[src/rtl/bidir_port_pkg.sv]
package bidir_port_pkg;
  // Top bit of the software address picks the register kind.
  typedef enum logic {
    REG_DATA = 1'b0,
    REG_DIR  = 1'b1
  } reg_kind_e;
endpackage

[src/rtl/port_in_sync.sv]
module port_in_sync #(
  parameter int W      = 16,
  parameter int STAGES = 2
) (
  input  logic         clk,
  input  logic         rst_n,
  input  logic [W-1:0] d,
  output logic [W-1:0] q
);
  logic [W-1:0] chain [STAGES];

  for (genvar s = 0; s < STAGES; s++) begin : g_stage
    if (s == 0) begin : g_first
      always_ff @(posedge clk or negedge rst_n) begin
        if (!rst_n) chain[s] <= '0;
        else        chain[s] <= d;
      end
    end else begin : g_next
      always_ff @(posedge clk or negedge rst_n) begin
        if (!rst_n) chain[s] <= '0;
        else        chain[s] <= chain[s-1];
      end
    end
  end

  assign q = chain[STAGES-1];
endmodule

[src/rtl/port_lane.sv]
module port_lane #(
  parameter int BW = 8
) (
  input  logic          clk,
  input  logic          rst_n,
  input  logic          taken,      // lane owned by the bus controller
  input  logic          alt_take,   // accepted alternate beat
  input  logic [BW-1:0] alt_byte,
  input  logic [BW-1:0] ctl_dir,
  input  logic          wr_data,
  input  logic          wr_dir,
  input  logic [BW-1:0] wdata,
  output logic [BW-1:0] lat_q,
  output logic [BW-1:0] dir_q,
  output logic [BW-1:0] oe
);
  logic [BW-1:0] lat_d;
  logic          lat_load;

  // One latch, two sources: the override mux picks the alternate byte.
  always_comb begin
    if (taken) begin
      lat_load = alt_take;
      lat_d    = alt_byte;
    end else begin
      lat_load = wr_data;
      lat_d    = wdata;
    end
  end

  always_ff @(posedge clk or negedge rst_n) begin
    if (!rst_n)        lat_q <= '0;
    else if (lat_load) lat_q <= lat_d;
  end

  // Software direction is kept through override.
  always_ff @(posedge clk or negedge rst_n) begin
    if (!rst_n)      dir_q <= '0;
    else if (wr_dir) dir_q <= wdata;
  end

  assign oe = taken ? ctl_dir : dir_q;
endmodule

[src/rtl/bidir_port.sv]
module bidir_port
  import bidir_port_pkg::*;
#(
  parameter int BYTE_W      = 8,
  parameter int NUM_BYTES   = 2,
  parameter int SYNC_STAGES = 2,
  localparam int PORT_W = BYTE_W * NUM_BYTES,
  localparam int IDX_W  = (NUM_BYTES > 1) ? $clog2(NUM_BYTES) : 1,
  localparam int ADDR_W = IDX_W + 1
) (
  input  logic              clk,
  input  logic              rst_n,
  input  logic              sw_we,
  input  logic [ADDR_W-1:0] sw_addr,
  input  logic [BYTE_W-1:0] sw_wdata,
  output logic [BYTE_W-1:0] sw_rdata,
  input  logic              ovr_en,
  input  logic              ovr_word,
  input  logic [PORT_W-1:0] ovr_dir,
  input  logic              alt_valid,
  output logic              alt_ready,
  input  logic [PORT_W-1:0] alt_data,
  output logic [PORT_W-1:0] alt_in,
  input  logic [PORT_W-1:0] pin_in,
  output logic [PORT_W-1:0] pin_out,
  output logic [PORT_W-1:0] pin_oe
);
  logic [IDX_W-1:0]  lane_sel;
  reg_kind_e         kind;
  logic              alt_take;
  logic [PORT_W-1:0] sync_q;
  logic [PORT_W-1:0] dir_all;

  assign lane_sel  = sw_addr[IDX_W-1:0];
  assign kind      = reg_kind_e'(sw_addr[ADDR_W-1]);
  assign alt_ready = ovr_en;
  assign alt_take  = alt_valid && alt_ready;

  port_in_sync #(.W(PORT_W), .STAGES(SYNC_STAGES)) u_sync (
    .clk(clk), .rst_n(rst_n), .d(pin_in), .q(sync_q)
  );
  assign alt_in = sync_q;

  for (genvar b = 0; b < NUM_BYTES; b++) begin : g_lane
    logic taken;
    logic hit;
    // Lane 0 goes to the controller in either mode, upper lanes only in word mode.
    if (b == 0) begin : g_low
      assign taken = ovr_en;
    end else begin : g_up
      assign taken = ovr_en && ovr_word;
    end
    assign hit = sw_we && (lane_sel == IDX_W'(b));

    port_lane #(.BW(BYTE_W)) u_lane (
      .clk     (clk),
      .rst_n   (rst_n),
      .taken   (taken),
      .alt_take(alt_take),
      .alt_byte(alt_data[b*BYTE_W +: BYTE_W]),
      .ctl_dir (ovr_dir[b*BYTE_W +: BYTE_W]),
      .wr_data (hit && (kind == REG_DATA)),
      .wr_dir  (hit && (kind == REG_DIR)),
      .wdata   (sw_wdata),
      .lat_q   (pin_out[b*BYTE_W +: BYTE_W]),
      .dir_q   (dir_all[b*BYTE_W +: BYTE_W]),
      .oe      (pin_oe[b*BYTE_W +: BYTE_W])
    );
  end

  always_comb begin
    sw_rdata = '0;
    for (int b = 0; b < NUM_BYTES; b++) begin
      if (lane_sel == IDX_W'(b)) begin
        sw_rdata = (kind == REG_DIR) ? dir_all[b*BYTE_W +: BYTE_W]
                                     : sync_q[b*BYTE_W +: BYTE_W];
      end
    end
  end
endmodule

[config.mk]
export PLATFORM = sky130hd
export DESIGN_NAME = bidir_port
export DESIGN_NICKNAME = d
export VERILOG_FILES = /design/src/rtl/bidir_port_pkg.sv /design/src/rtl/port_in_sync.sv /design/src/rtl/port_lane.sv /design/src/rtl/bidir_port.sv
export SDC_FILE = /design/constraint.sdc
export NUM_CORES = 1
export LEC_CHECK = 0
export BUFFER_PORTS_ARGS = -buffer_cell sky130_fd_sc_hd__clkbuf_2
export CAP_MARGIN = 20
export CORE_ASPECT_RATIO = 0.9
export CORE_MARGIN = 1
export CORE_UTILIZATION = 46
export CTS_CLUSTER_DIAMETER = 40
export CTS_CLUSTER_SIZE = 40
export DETAILED_ROUTE_END_ITERATION = 12
export GPL_TIMING_DRIVEN = 0
export PLACE_DENSITY = 0.84
export SLEW_MARGIN = 20
export SYNTH_ARGS = -nofsm -noshare
export SYNTH_HDL_FRONTEND = slang
export SYNTH_SLANG_ARGS = --single-unit
[constraint.sdc]
create_clock -name clk -period 2.2 [get_ports clk]
set_clock_uncertainty 0.2 [all_clocks]
set_input_delay 0.66 -clock clk [delete_from_list [all_inputs] [get_ports clk]]
set_output_delay 0.66 -clock clk [all_outputs]
set_load 0.01 [all_outputs]
* Word level (Yosys, flattened, before mapping) *
Cells that the tools add are included.

word-level totals
  bits in registers = 64
  word-level logic and storage cells = 25

cells by class
  mux-type cells = 9
  bitwise operators = 2
  reduce and logical (&&, ||, !) cells = 8

operators by type and width
  kind               count
  $mux 8             7
  $logic_and 1x1->1  8
  $mux 1             2
  $not 1->1          2

* Logic depth before layout (Yosys ltp) *
Gate-level depths: netlist of run 1.

  depth in word-level cells = 4
  depth in mapped cells = 4

* By module *
Synthesis of run 1 repeated with hierarchy kept, for this count alone.

unflattened totals
  cells, all modules = 187
  area total of the unflattened synthesis = 2939.1 um2

by module, submodules not included
  module        times used  cells each  area each (um2)
  port_lane     2           61          879.6
  port_in_sync  1           48          920.9
  bidir_port    1           17          259.0

* Least setup slack after synthesis of run 1 *
Ideal clock, no wire load.

  path kind = input to output
  start = in sw_addr[0]
  end = out sw_rdata[0]
  data arrival time = 1.340 ns
  data required time = 1.340 ns
  slack = 0.000 ns
  stages = 2
  path buffers = 1
  path through = buf_6 -> mux4_2

between the ends
  word-level cells in the longest chain between the ends = 1

ends and longest elaborated chain
  element      line              RTL
  from (decl)  bidir_port.sv:14  input logic [ADDR_W-1:0] sw_addr,
  $mux 8       bidir_port.sv:74  if (lane_sel == IDX_W'(b)) begin
  to (decl)    bidir_port.sv:16  output logic [BYTE_W-1:0] sw_rdata,

No other way between the ends.

* Worst setup path after layout of run 1 *
Ends and elaborated chain as after synthesis.

==> results of run 1 <==
power groups by stage:
stage,Sequential [mW],Combinational (mW),Clock [mW]
after floorplan,1.42,0.335,0
after global routing,1.42,0.764,0.928
final,1.41,0.713,0.853
after CTS,1.41,0.688,0.875
after global placement,1.42,0.603,0
after detailed placement,1.42,0.626,0
timing repair:
| item | in CTS | in global routing |
|---|---|---|
| hold buffers | 1 | 0 |
| endpoints found under the hold margin | 12 | 0 |
| gates resized for setup | 28 | 20 |
| setup endpoints to repair | 24 | 24 |
| setup buffers | 7 | 2 |
| cloned | 1 | 1 |
| pin swaps | 0 | 1 |
worst paths after layout:
check | start | to
setup / recovery | sw_addr[0] | sw_rdata[0]
hold / removal | u_sync.chain[30]$_DFF_PN0_ | u_sync.q[14]$_DFF_PN0_
setup reg to reg | g_lane[0].u_lane.dir_q[7]$_DFFE_PN0P_ | g_lane[0].u_lane.dir_q[7]$_DFFE_PN0P_
hold reg to reg | u_sync.chain[30]$_DFF_PN0_ | u_sync.q[14]$_DFF_PN0_
max in group asynchronous | rst_n | g_lane[0].u_lane.lat_q[2]$_DFFE_PN0P_
min in group asynchronous | rst_n | u_sync.chain[27]$_DFF_PN0_
per-layer routing:
metal / GRT usage (%) / vias to the layer above / part of all wire (%)
met5: 0 / - / 0
met1: 26.4 / 961 / 43
li1: - / 883 / -
met3: 7.48 / 9 / 6.2
met2: 35.9 / 83 / 49
met4: 5.65 / 0 / 1.2
through the flow:
stage	setup TNS, ns	hold WS [ns]	setup slack, ns	utilization (%)	area, µm²
global route	-2.01	0.158	-0.237	68.6	3930
floorplan	0	0.131	0.000208	-	2760
CTS	-3.65	0.151	-0.211	67.2	3850
global placement	-10.15	0.131	-0.332	60.2	3450
finish	-1.69	0.149	-0.208	68.6	3930
detailed placement	-6.68	0.136	-0.340	60.8	3480
cells in the mapped netlist, types with 2 or more instances:
master | n | area, µm²
buf_4 | 17 | 128
buf_6 | 3 | 33.8
mux2_4 | 2 | 30.0
o221a_2 | 8 | 90.1
or2b_1 | 7 | 52.6
dfrtp_1 | 64 | 1600
mux4_2 | 8 | 180
nand3_2 | 2 | 20.0
mux2_2 | 46 | 518
cell type report:
class                   instances  area (µm²)  area share (%)
clock buffers                  12         145            3.70
repair buffers                132         818            20.8
plain buffers                  21         186            4.75
clock inverters                 4        20.0           0.510
flip-flops and latches         64        1600            40.8
well taps                      70        87.6            2.23
multi-input cells              82        1070            27.2
critical path, cell delays in order:
cell and delay [ns]:
clkbuf_16 0.11, buf_12 0.13, mux4_2 0.50, clkbuf_2 0.15
state kept, by name, indices dropped and copies added (netlist names):
name,cells
g_lane.u_lane.lat_q,16
g_lane.u_lane.dir_q,16
u_sync.q,16
u_sync.chain,16
cells by family (layout without fill, tap and decap cells):
kind of cell | count (synthesis) | count (layout) | synth area share (%)
AO/OA/AOI/OAI | 10 | 10 | 4.67
buffers and inverters | 22 | 169 | 6.57
flip-flops | 64 | 64 | 58.0
multiplexers | 56 | 56 | 26.4
AND/OR/NAND/NOR | 15 | 16 | 4.35
==> out/metrics.csv, run 1 <==
stage;metric;value;unit
clocking;clk_pin_slew;0.06;ns
finish;final_layout_size_suffix_gt1_share;75.6;%
yosys;syn_inst;167;
timing;rsz0062_at_grt;true;
power;vdd_drop_max;0.450;mV
yosys;synth.distinct_cells;19;
timing;hold_viol;0;
place;port-buffer-count;120;
routing;num_vias;1936;
finish;nets;374;
clocking;cts_buffers;9;
finish;area_growth;42.2;%
routing;dr.pass1.iters;4;
timing;setup_viol;16;
power;share_seq_of_total_power;47.3;%
power;power_leakage;1.98;nW
floorplan;pin_count;121;
power;p_sw;795;µW
run_status;status;finished with violations;
setup_path;arrival;1.55;ns
floorplan;die_h;75.5;µm
clocking;cts_tree;yes;
power;finalPower;2.97;mW
power;p_clk_share;28.7;%
routing;drc_errors;0;
clocking;root_buffer;clkbuf_8;
power;switching_share;26.7;%
global_route;grt_pass1_vias;1889;
timing;timing.final.crit_share;109;%
routing;drtIter0Drc;103;
global_route;track_usage;21.1;%
routing;ant_nets;0;
routing;vias_per_cell;5.03;
yosys;synthFlopType;dfrtp_1;
timing;worst_slew_pin_slew;0.377;ns
floorplan;fp-row-count;26;
setup_path;r2r_slack;1.21;ns
power;combPwrFrac;24.0;%
clocking;clockBufferDepth;2;
finish;diodes;0;
place;finalWeightedCongestion;0.680;
yosys;ys_seq_area_share;58.0;%
timing;slew_viol_final;0;
yosys;synth_edf_count;0;
finish;final_common_cell;clkbuf_2;
finish;n_fill_cell;417;
place;numPlacedInstances;358;
setup_path;worstRegToRegCells;1;
floorplan;initial_core_util;48.2;%
setup_path;critPathLaunchType;primary input;
routing;finalWirelength;6460;µm
setup_path;crit_type;primary input to output pin;
global_route;grt_max_degree;53;
timing;relSlewSlack;74.8;%
setup_path;crit_fanout;8;
global_route;grt_pass1_wl;9650;µm
hold_path;worstHoldPathCells;0;
run_status;violations;setup timing;
clocking;htree_levels;3;
floorplan;die_x;83.7;µm
yosys;async_reset_ff_share;100;%
finish;fin_cells;385;
floorplan;core-area;5730;µm²
yosys;yosysWarnings;0;
hold_path;hp-class;flip-flop to flip-flop;
global_route;grt_antenna_before_repair;0;
run;cap_violations;0;
global_route;globalRouteOverflowTotal;0;
place;place_hpwl;4440;µm
clocking;insertion_delay;0.34;ns
floorplan;die_area;6310;µm²
setup_path;end_kind;output pin;
setup_path;crit_required;1.34;ns
yosys;ys_ff_latch;64;
finish;final_cell_mix;clkbuf_2, dfrtp_1, mux2_2, buf_4, mux2_4;
yosys;syn_nets;231;
yosys;syn_avg_cell_area;16.5;µm²
clocking;cts.sinks;64;
timing;period_minus_slack;2.41;ns
timing;setup_slack;-0.208;ns
power;power_density;757;nW/µm²
timing;max_freq;415;MHz
power;p_int;2.18;mW
routing;wl_per_cell;16.8;µm
yosys;synthesis.area;2760;µm²
No activity file was read; power rests on OpenSTA's default activity.
==> inputs of run 2 (changes only) <==
MAX_ROUTING_LAYER = met4   (was default)
==> out/metrics.csv, run 2 (synthesized netlist as in run 1, its figures left out) <==
stage;metric;value;unit
hold_path;hp-class;flip-flop to flip-flop;
place;finalWeightedCongestion;0.687;
place;dp_worst_setup_slack;-0.340;ns
floorplan;fp-row-count;26;
timing;finalSetupTns;-1.70;ns
global_route;grt_pass1_vias;1886;
floorplan;die_area;6310;µm²
finish;nets;374;
floorplan;pin_count;121;
clocking;root_buffer;clkbuf_8;
setup_path;max_stage_delay;0.50;ns
setup_path;end_kind;output pin;
power;power_leakage;1.98;nW
finish;n_fill_cell;417;
clocking;cts.sinks;64;
clocking;clockBufferDepth;2;
floorplan;initial_core_util;48.2;%
run_status;status;finished with violations;
setup_path;r2r_slack;1.21;ns
routing;drtIter0Drc;75;
power;p_clk_share;28.6;%
global_route;grt_max_degree;53;
setup_path;critPathLaunchType;primary input;
routing;dr.pass1.iters;4;
global_route;grt_antenna_before_repair;0;
place;port-buffer-count;120;
routing;vias_per_cell;5.02;
floorplan;die_h;75.5;µm
power;p_sw;791;µW
timing;period_minus_slack;2.41;ns
run;cap_violations;0;
setup_path;worstRegToRegCells;1;
setup_path;crit_type;primary input to output pin;
timing;rsz0062_at_grt;true;
hold_path;holdPathEnd;u_sync.q[11]$_DFF_PN0_;
clocking;cts_buffers;9;
hold_path;hold_path.startpoint;u_sync.chain[27]$_DFF_PN0_;
global_route;grt_pass1_wl;9630;µm
power;share_seq_of_total_power;47.3;%
finish;final_cell_mix;clkbuf_2, dfrtp_1, mux2_2, buf_4, mux2_4;
timing;whs;0.149;ns
timing;hold_viol;0;
clocking;clk_pin_slew;0.07;ns
setup_path;crit_buf_inv;3;
routing;num_vias;1931;
setup_path;cp_top_family;multiplexers;
setup_path;critPathSlowestCell;mux4_2;
routing;wl_per_cell;16.7;µm
routing;finalWirelength;6450;µm
timing;setup_slack;-0.211;ns
finish;area_growth;42.2;%
hold_path;worstHoldPathCells;0;
setup_path;crit_fanout;8;
place;place_hpwl;4440;µm
finish;final_core_util;68.6;%
timing;worst_slew_pin_slew;0.377;ns
setup_path;r2r-end;g_lane[0].u_lane.dir_q[7]$_DFFE_PN0P_;
routing;drc_errors;0;
floorplan;die_x;83.7;µm
routing;ant_nets;0;
run_status;violations;setup timing;
clocking;cts_tree;yes;
power;finalPower;2.97;mW
timing;timing.final.crit_share;110;%
clocking;insertion_delay;0.33;ns
setup_path;r2r_start;g_lane[0].u_lane.dir_q[7]$_DFFE_PN0P_;
finish;final_common_cell;clkbuf_2;
clocking;htree_levels;3;
timing;max_freq;415;MHz
setup_path;arrival;1.55;ns
global_route;globalRouteOverflowTotal;0;
timing;slew_viol_final;0;
setup_path;crit_required;1.34;ns
power;p_int;2.18;mW
power;vdd_drop_max;0.451;mV
timing;setup_viol;16;
power;switching_share;26.7;%
finish;final_layout_size_suffix_gt1_share;75.6;%
global_route;track_usage;21.8;%
finish;diodes;0;
power;power_density;756;nW/µm²
setup_path;cp_cell_sequence;clkbuf_16, buf_12, mux4_2, clkbuf_2;
power;combPwrFrac;24.0;%
floorplan;core-area;5730;µm²
timing;relSlewSlack;74.9;%
[run 2: cell counts in the layout (fill, tap and decap cells not counted)]
Identical to the previous run, type by type.
[run 2: metal layers]
layer,up-vias,routed length (µm),track usage [%],share of wire [%]
li1,881,-,-,-
met1,963,2830,26.3,44
met2,85,3250,36.0,50
met3,2,346,7.26,5.4
met4,0,17,5.65,0.26
met5,-,0,-,0
[run 2: worst max path at each step]
stage                          start          end  slack [ns]  depth (start not counted)
after global placement    sw_addr[0]  sw_rdata[3]       -0.33                          4
after global routing      sw_addr[0]  sw_rdata[0]       -0.24                          4
after detailed placement  sw_addr[0]  sw_rdata[0]       -0.34                          4
final                     sw_addr[0]  sw_rdata[0]       -0.21                          4
after floorplan           sw_addr[0]  sw_rdata[0]      0.0002                          2
after CTS                 sw_addr[0]  sw_rdata[0]       -0.21                          4
[run 2: power by group through the flow]
| stage | logic, mW | clock network, mW | registers (mW) |
|---|---|---|---|
| 2_1_floorplan | 0.335 | 0 | 1.42 |
| 3_3_place_gp | 0.603 | 0 | 1.42 |
| 3_5_place_dp | 0.626 | 0 | 1.42 |
| 4_1_cts | 0.688 | 0.875 | 1.41 |
| 5_1_grt | 0.763 | 0.928 | 1.42 |
| 6_report | 0.713 | 0.850 | 1.41 |
[run 2: timing repair]
item | CTS | global route
setup endpoints to repair | 24 | 24
hold buffers | 1 | 0
gates cloned | 1 | 1
buffers inserted | 7 | 2
gates resized for setup | 28 | 20
pin swaps | 0 | 1
hold endpoints to repair | 12 | 0
[run 2: through the flow]
step                instances  cell area (µm²)
finish                    385             3930
global route              385             3930
CTS                       383             3850
detailed placement        358             3480
global placement          357             3450
floorplan                 167             2760
[run 2: area by class of cell]
type                            instances  area [µm²]  share of cell area (%)
Buffer                                 21         186                    4.75
Timing Repair Buffer                  132         818                    20.8
Clock inverter                          4        20.0                   0.510
Sequential cell                        64        1600                    40.8
Clock buffer                           12         145                    3.70
Multi-Input combinational cell         82        1070                    27.2
Tap cell                               70        87.6                    2.23
